## src/rtl/csub_divider.sv

```systemverilog
module csub_divider #(
  parameter int W = 16
) (
  input  logic         clk,
  input  logic         rst_n,
  input  logic         start,
  input  logic [W-1:0] dividend,
  input  logic [W-1:0] divisor,
  output logic         busy,
  output logic         done,
  output logic [W-1:0] quotient,
  output logic [W-1:0] remainder
);
  localparam int AW = 2 * W;
  localparam int CW = $clog2(W);

  logic [AW-1:0] acc;
  logic [AW-1:0] sub;
  logic [AW:0]   diff;
  logic [CW-1:0] step;
  logic          accept;

  assign accept = start && !busy;
  assign diff   = {1'b0, acc} - {1'b0, sub};

  always_ff @(posedge clk or negedge rst_n) begin
    if (!rst_n) begin
      acc  <= '0;
      sub  <= '0;
      step <= '0;
      busy <= 1'b0;
      done <= 1'b0;
    end else begin
      done <= 1'b0;
      if (accept) begin
        acc  <= {{W{1'b0}}, dividend};
        sub  <= {{W{1'b0}}, divisor} << (W - 1);
        step <= '0;
        busy <= 1'b1;
      end else if (busy) begin
        if (!diff[AW]) acc <= {diff[AW-2:0], 1'b1};
        else           acc <= {acc[AW-2:0], 1'b0};
        step <= step + 1'b1;
        if (step == CW'(W - 1)) begin
          busy <= 1'b0;
          done <= 1'b1;
        end
      end
    end
  end

  assign quotient  = acc[W-1:0];
  assign remainder = acc[AW-1:W];

  // Assertion support: count busy cycles of the current run.
  logic [CW:0] run_len;
  always_ff @(posedge clk or negedge rst_n) begin
    if (!rst_n)      run_len <= '0;
    else if (accept) run_len <= '0;
    else if (busy)   run_len <= run_len + 1'b1;
  end

  a_r3_sixteen_steps: assert property (@(posedge clk) disable iff (!rst_n)
    done |-> run_len == (CW+1)'(W));

  a_r4_done_single: assert property (@(posedge clk) disable iff (!rst_n)
    done |=> !done);

  a_r4_done_idle: assert property (@(posedge clk) disable iff (!rst_n)
    done |-> !busy);

  a_r5_start_ignored: assert property (@(posedge clk) disable iff (!rst_n)
    (busy && start) |=> $stable(sub));

  a_r6_hold: assert property (@(posedge clk) disable iff (!rst_n)
    (!busy && !start) |=> ($stable(quotient) && $stable(remainder)));

  a_r8_accept: assert property (@(posedge clk) disable iff (!rst_n)
    (start && !busy) |=> busy);

  // partial remainder stays below twice the shifted divisor, so no bit is lost
  a_r2_no_overflow: assert property (@(posedge clk) disable iff (!rst_n)
    (busy && sub != '0) |-> ({1'b0, acc} < {sub, 1'b0}));

  a_r2_shift_safe: assert property (@(posedge clk) disable iff (!rst_n)
    (busy && !diff[AW]) |-> !diff[AW-1]);
endmodule

```

## config.mk

```make
export PLATFORM = sky130hd
export DESIGN_NAME = csub_divider
export DESIGN_NICKNAME = d
export VERILOG_FILES = /design/src/rtl/csub_divider.sv
export SDC_FILE = /design/constraint.sdc
export NUM_CORES = 1
export LEC_CHECK = 0
export BUFFER_PORTS_ARGS = -buffer_cell sky130_fd_sc_hd__buf_2
export CAP_MARGIN = 20
export CORE_UTILIZATION = 43
export DETAILED_ROUTE_END_ITERATION = 10
export GPL_TIMING_DRIVEN = 0
export HOLD_SLACK_MARGIN = 0.06
export PLACE_DENSITY = 0.66
export SLEW_MARGIN = 0
export SYNTH_ARGS = -nofsm -noshare
export SYNTH_HDL_FRONTEND = slang
export SYNTH_SLANG_ARGS = --single-unit
export TNS_END_PERCENT = 100
```

## constraint.sdc

```tcl
create_clock -name clk -period 3.4 [get_ports clk]
set_clock_uncertainty 0.15 [all_clocks]
set_input_delay 1.02 -clock clk [delete_from_list [all_inputs] [get_ports clk]]
set_output_delay 1.02 -clock clk [all_outputs]
set_load 0.1 [all_outputs]
```

==> metrics.cfg <==
[cts]
cts_setup_buffers=0
clockRootBuffer=clkbuf_8
cts_resized=0
htree_levels=2
clkLatencyLatePin_ns=0.31
numCtsBuffers=5
clock_path_buffers=2
path_clk_slew_ns=0.11
clkSinkCount=54
cts_tree=yes
postCtsHoldBufs=0

[floorplanning]
die_w_um=86.2
fp-row-count=30
pin_count=69
start_util_pct=44.6
dieHeight_um=86.2
core-area_um2=6830
dieArea_um2=7430

[synth]
yosysSeqAreaShare_pct=44.3
ys_seq_elements=54
synth_cells=329
syn_area_um2=3050
syn_nets=382
syn_area_per_cell_um2=9.26
yosysUniqueCellTypes=37
yosysWarnings=0

[route]
drcViolationCount=0
ant_nets=0
routed-via-count=2611
wirelength_mm=7.07
routed_via_density=5.21
wl_per_cell_um=14.1
drtPass1Iterations=4
drt_iter0_drc=147

[sta]
holdWs_ns=0.366
hold_violations=0
rsz0062_at_grt=no
fin_setup_tns_ns=0
worst_slack_ns=0.570
slew_headroom_pct=45.1
fmax_mhz=353
period_share_pct=83.2
slew_violations=0
finalCriticalPeriod_ns=2.83
tightest_slew_ns=0.819
finalSetupViolations=0

[grt]
antenna_found_initial=0
globalRouteMet1Util_pct=29.1
grt_start_max_net_pins=36
grt_use_met3_pct=2.76
grt_pass1_wl_mm=11.8
grt.busiest_layer=met2
grt_util_all_layers_pct=20.2
grt_pass1_vias=2461
met2_usage_pct=31.8
grt_remaining_overflow=0

[worst_setup_path]
cpLargestDelayFamily=compound AO/OA/AOI/OAI gates
crit_buf_inv=1
crit_path_end_kind=flip-flop
cp.required_ns=3.49
crit_path_start_kind=flip-flop
arrival_ns=2.92
critPathKind=flip-flop to flip-flop
crit_fanout=6
crit_path_max_incr_delay_ns=0.69
worstPathCellList=inv_1 -> ha_1 -> fa_1 -> nand2b_1 -> a21oi_1 -> a211oi_1 -> o21ai_0 -> or4b_1 -> o21ai_1
crit_path_top_delay_cell=a211oi_1

[final_layout]
antenna_cells=0
final_util_pct=53.3
drive_above_1_share_pct=20.0
area_growth_pct=19.4
layout.nets=457
mostFrequentLayoutCell=buf_2
layout_common_cells=70 x buf_2, 54 x nand2_1, 54 x dfrtp_1
fillers=684
multi_input_area_um2=1550
seqCellArea_um2=1350

[placed_design]
dp_hpwl_mm=5.24
gp_congestion=0.843
place_ws_ns=0.582
io_buffers=67

[worst_hold_path]
hold_class=flip-flop to flip-flop

[run_status]
status=completed

[run]
maxCapViolations=0

==> worst min-delay path, delay by kind of cell (launching register included) <==
kind,cells,cell delay (ns)
and+or+nand+nor,1,0.05
DFF,1,0.38
AOI/OAI and AO/OA,1,0.06
==> cells by family after synthesis <==
logic type      share of synthesized area [%]
flops                                    44.3
simple gates                             12.6
xor+xnor                                 4.31
compound gates                           17.5
fa+ha+maj                                7.64
buf+inv                                  4.68
mux                                      8.91
==> layer usage <==
layer  vias up  share of wire (%)
li1       1291                  -
met1      1262                 49
met2        52                 46
met3         6                4.0
met4         0               0.81
met5         -                  0
==> layout make-up <==
type / count / area share [%]
plain buffers: 19 / 2.06
clock buffers: 5 / 1.89
clock inverters: 3 / 1.31
inverters: 18 / 1.86
multi-input cells: 238 / 42.7
flip-flops and latches: 54 / 37.1
well taps: 96 / 3.30
repair buffers: 68 / 9.76
==> synthesized netlist by cell type (all sizes together) <==
cell type	number	share of area, %
dfrtp	54	44
nand2	54	6.7
o21ai	53	8.7
mux2i	26	8.5
inv	18	2.2
ha	17	7.0
clkbuf	16	2.0
a21oi	13	2.1
nor2	10	1.2
xnor2	9	2.6
nand2b	7	1.4
xor2	6	1.7
a32oi	5	1.4
nand3	5	0.82
a21o	4	0.99
o31ai	4	0.99
a211oi	3	0.90
buf	3	0.49
nor2b	3	0.62
nand4	2	0.41
nor3	2	0.33
o211ai	2	0.49
a211o	1	0.29
a22o	1	0.29
a31oi	1	0.21
a41oi	1	0.29
and4	1	0.29
fa	1	0.66
mux2	1	0.37
nor4	1	0.21
nor4b	1	0.29
o21bai	1	0.25
o311ai	1	0.29
o31a	1	0.29
or4b	1	0.33
==> final timing paths <==
path | cells after the start | start | slack (ns) | to
max | 9 | acc[15] | 0.57 | acc[30]
min | 2 | acc[9] | 0.37 | acc[10]
max reg2reg | 9 | acc[15] | 0.57 | acc[30]
min reg2reg | 2 | acc[9] | 0.37 | acc[10]
max in group asynchronous | 2 | rst_n | 2.05 | acc[5]
min in group asynchronous | 1 | rst_n | 0.50 | acc[27]
==> sequential cells by signal, indices dropped and copies added, names as in the netlist <==
register,flops
step,4
done,1
acc,32
sub,16
busy,1
==> stage by stage <==
step	cell area, um2	cells
6_report	3640	501
2_1_floorplan	3050	329
4_1_cts	3640	501
3_5_place_dp	3520	493
3_3_place_gp	3500	492
5_1_grt	3640	501
Power is left out: the tool's default activity adds up to more than one toggle a clock period on the data nets, which glitch-free logic cannot reach.
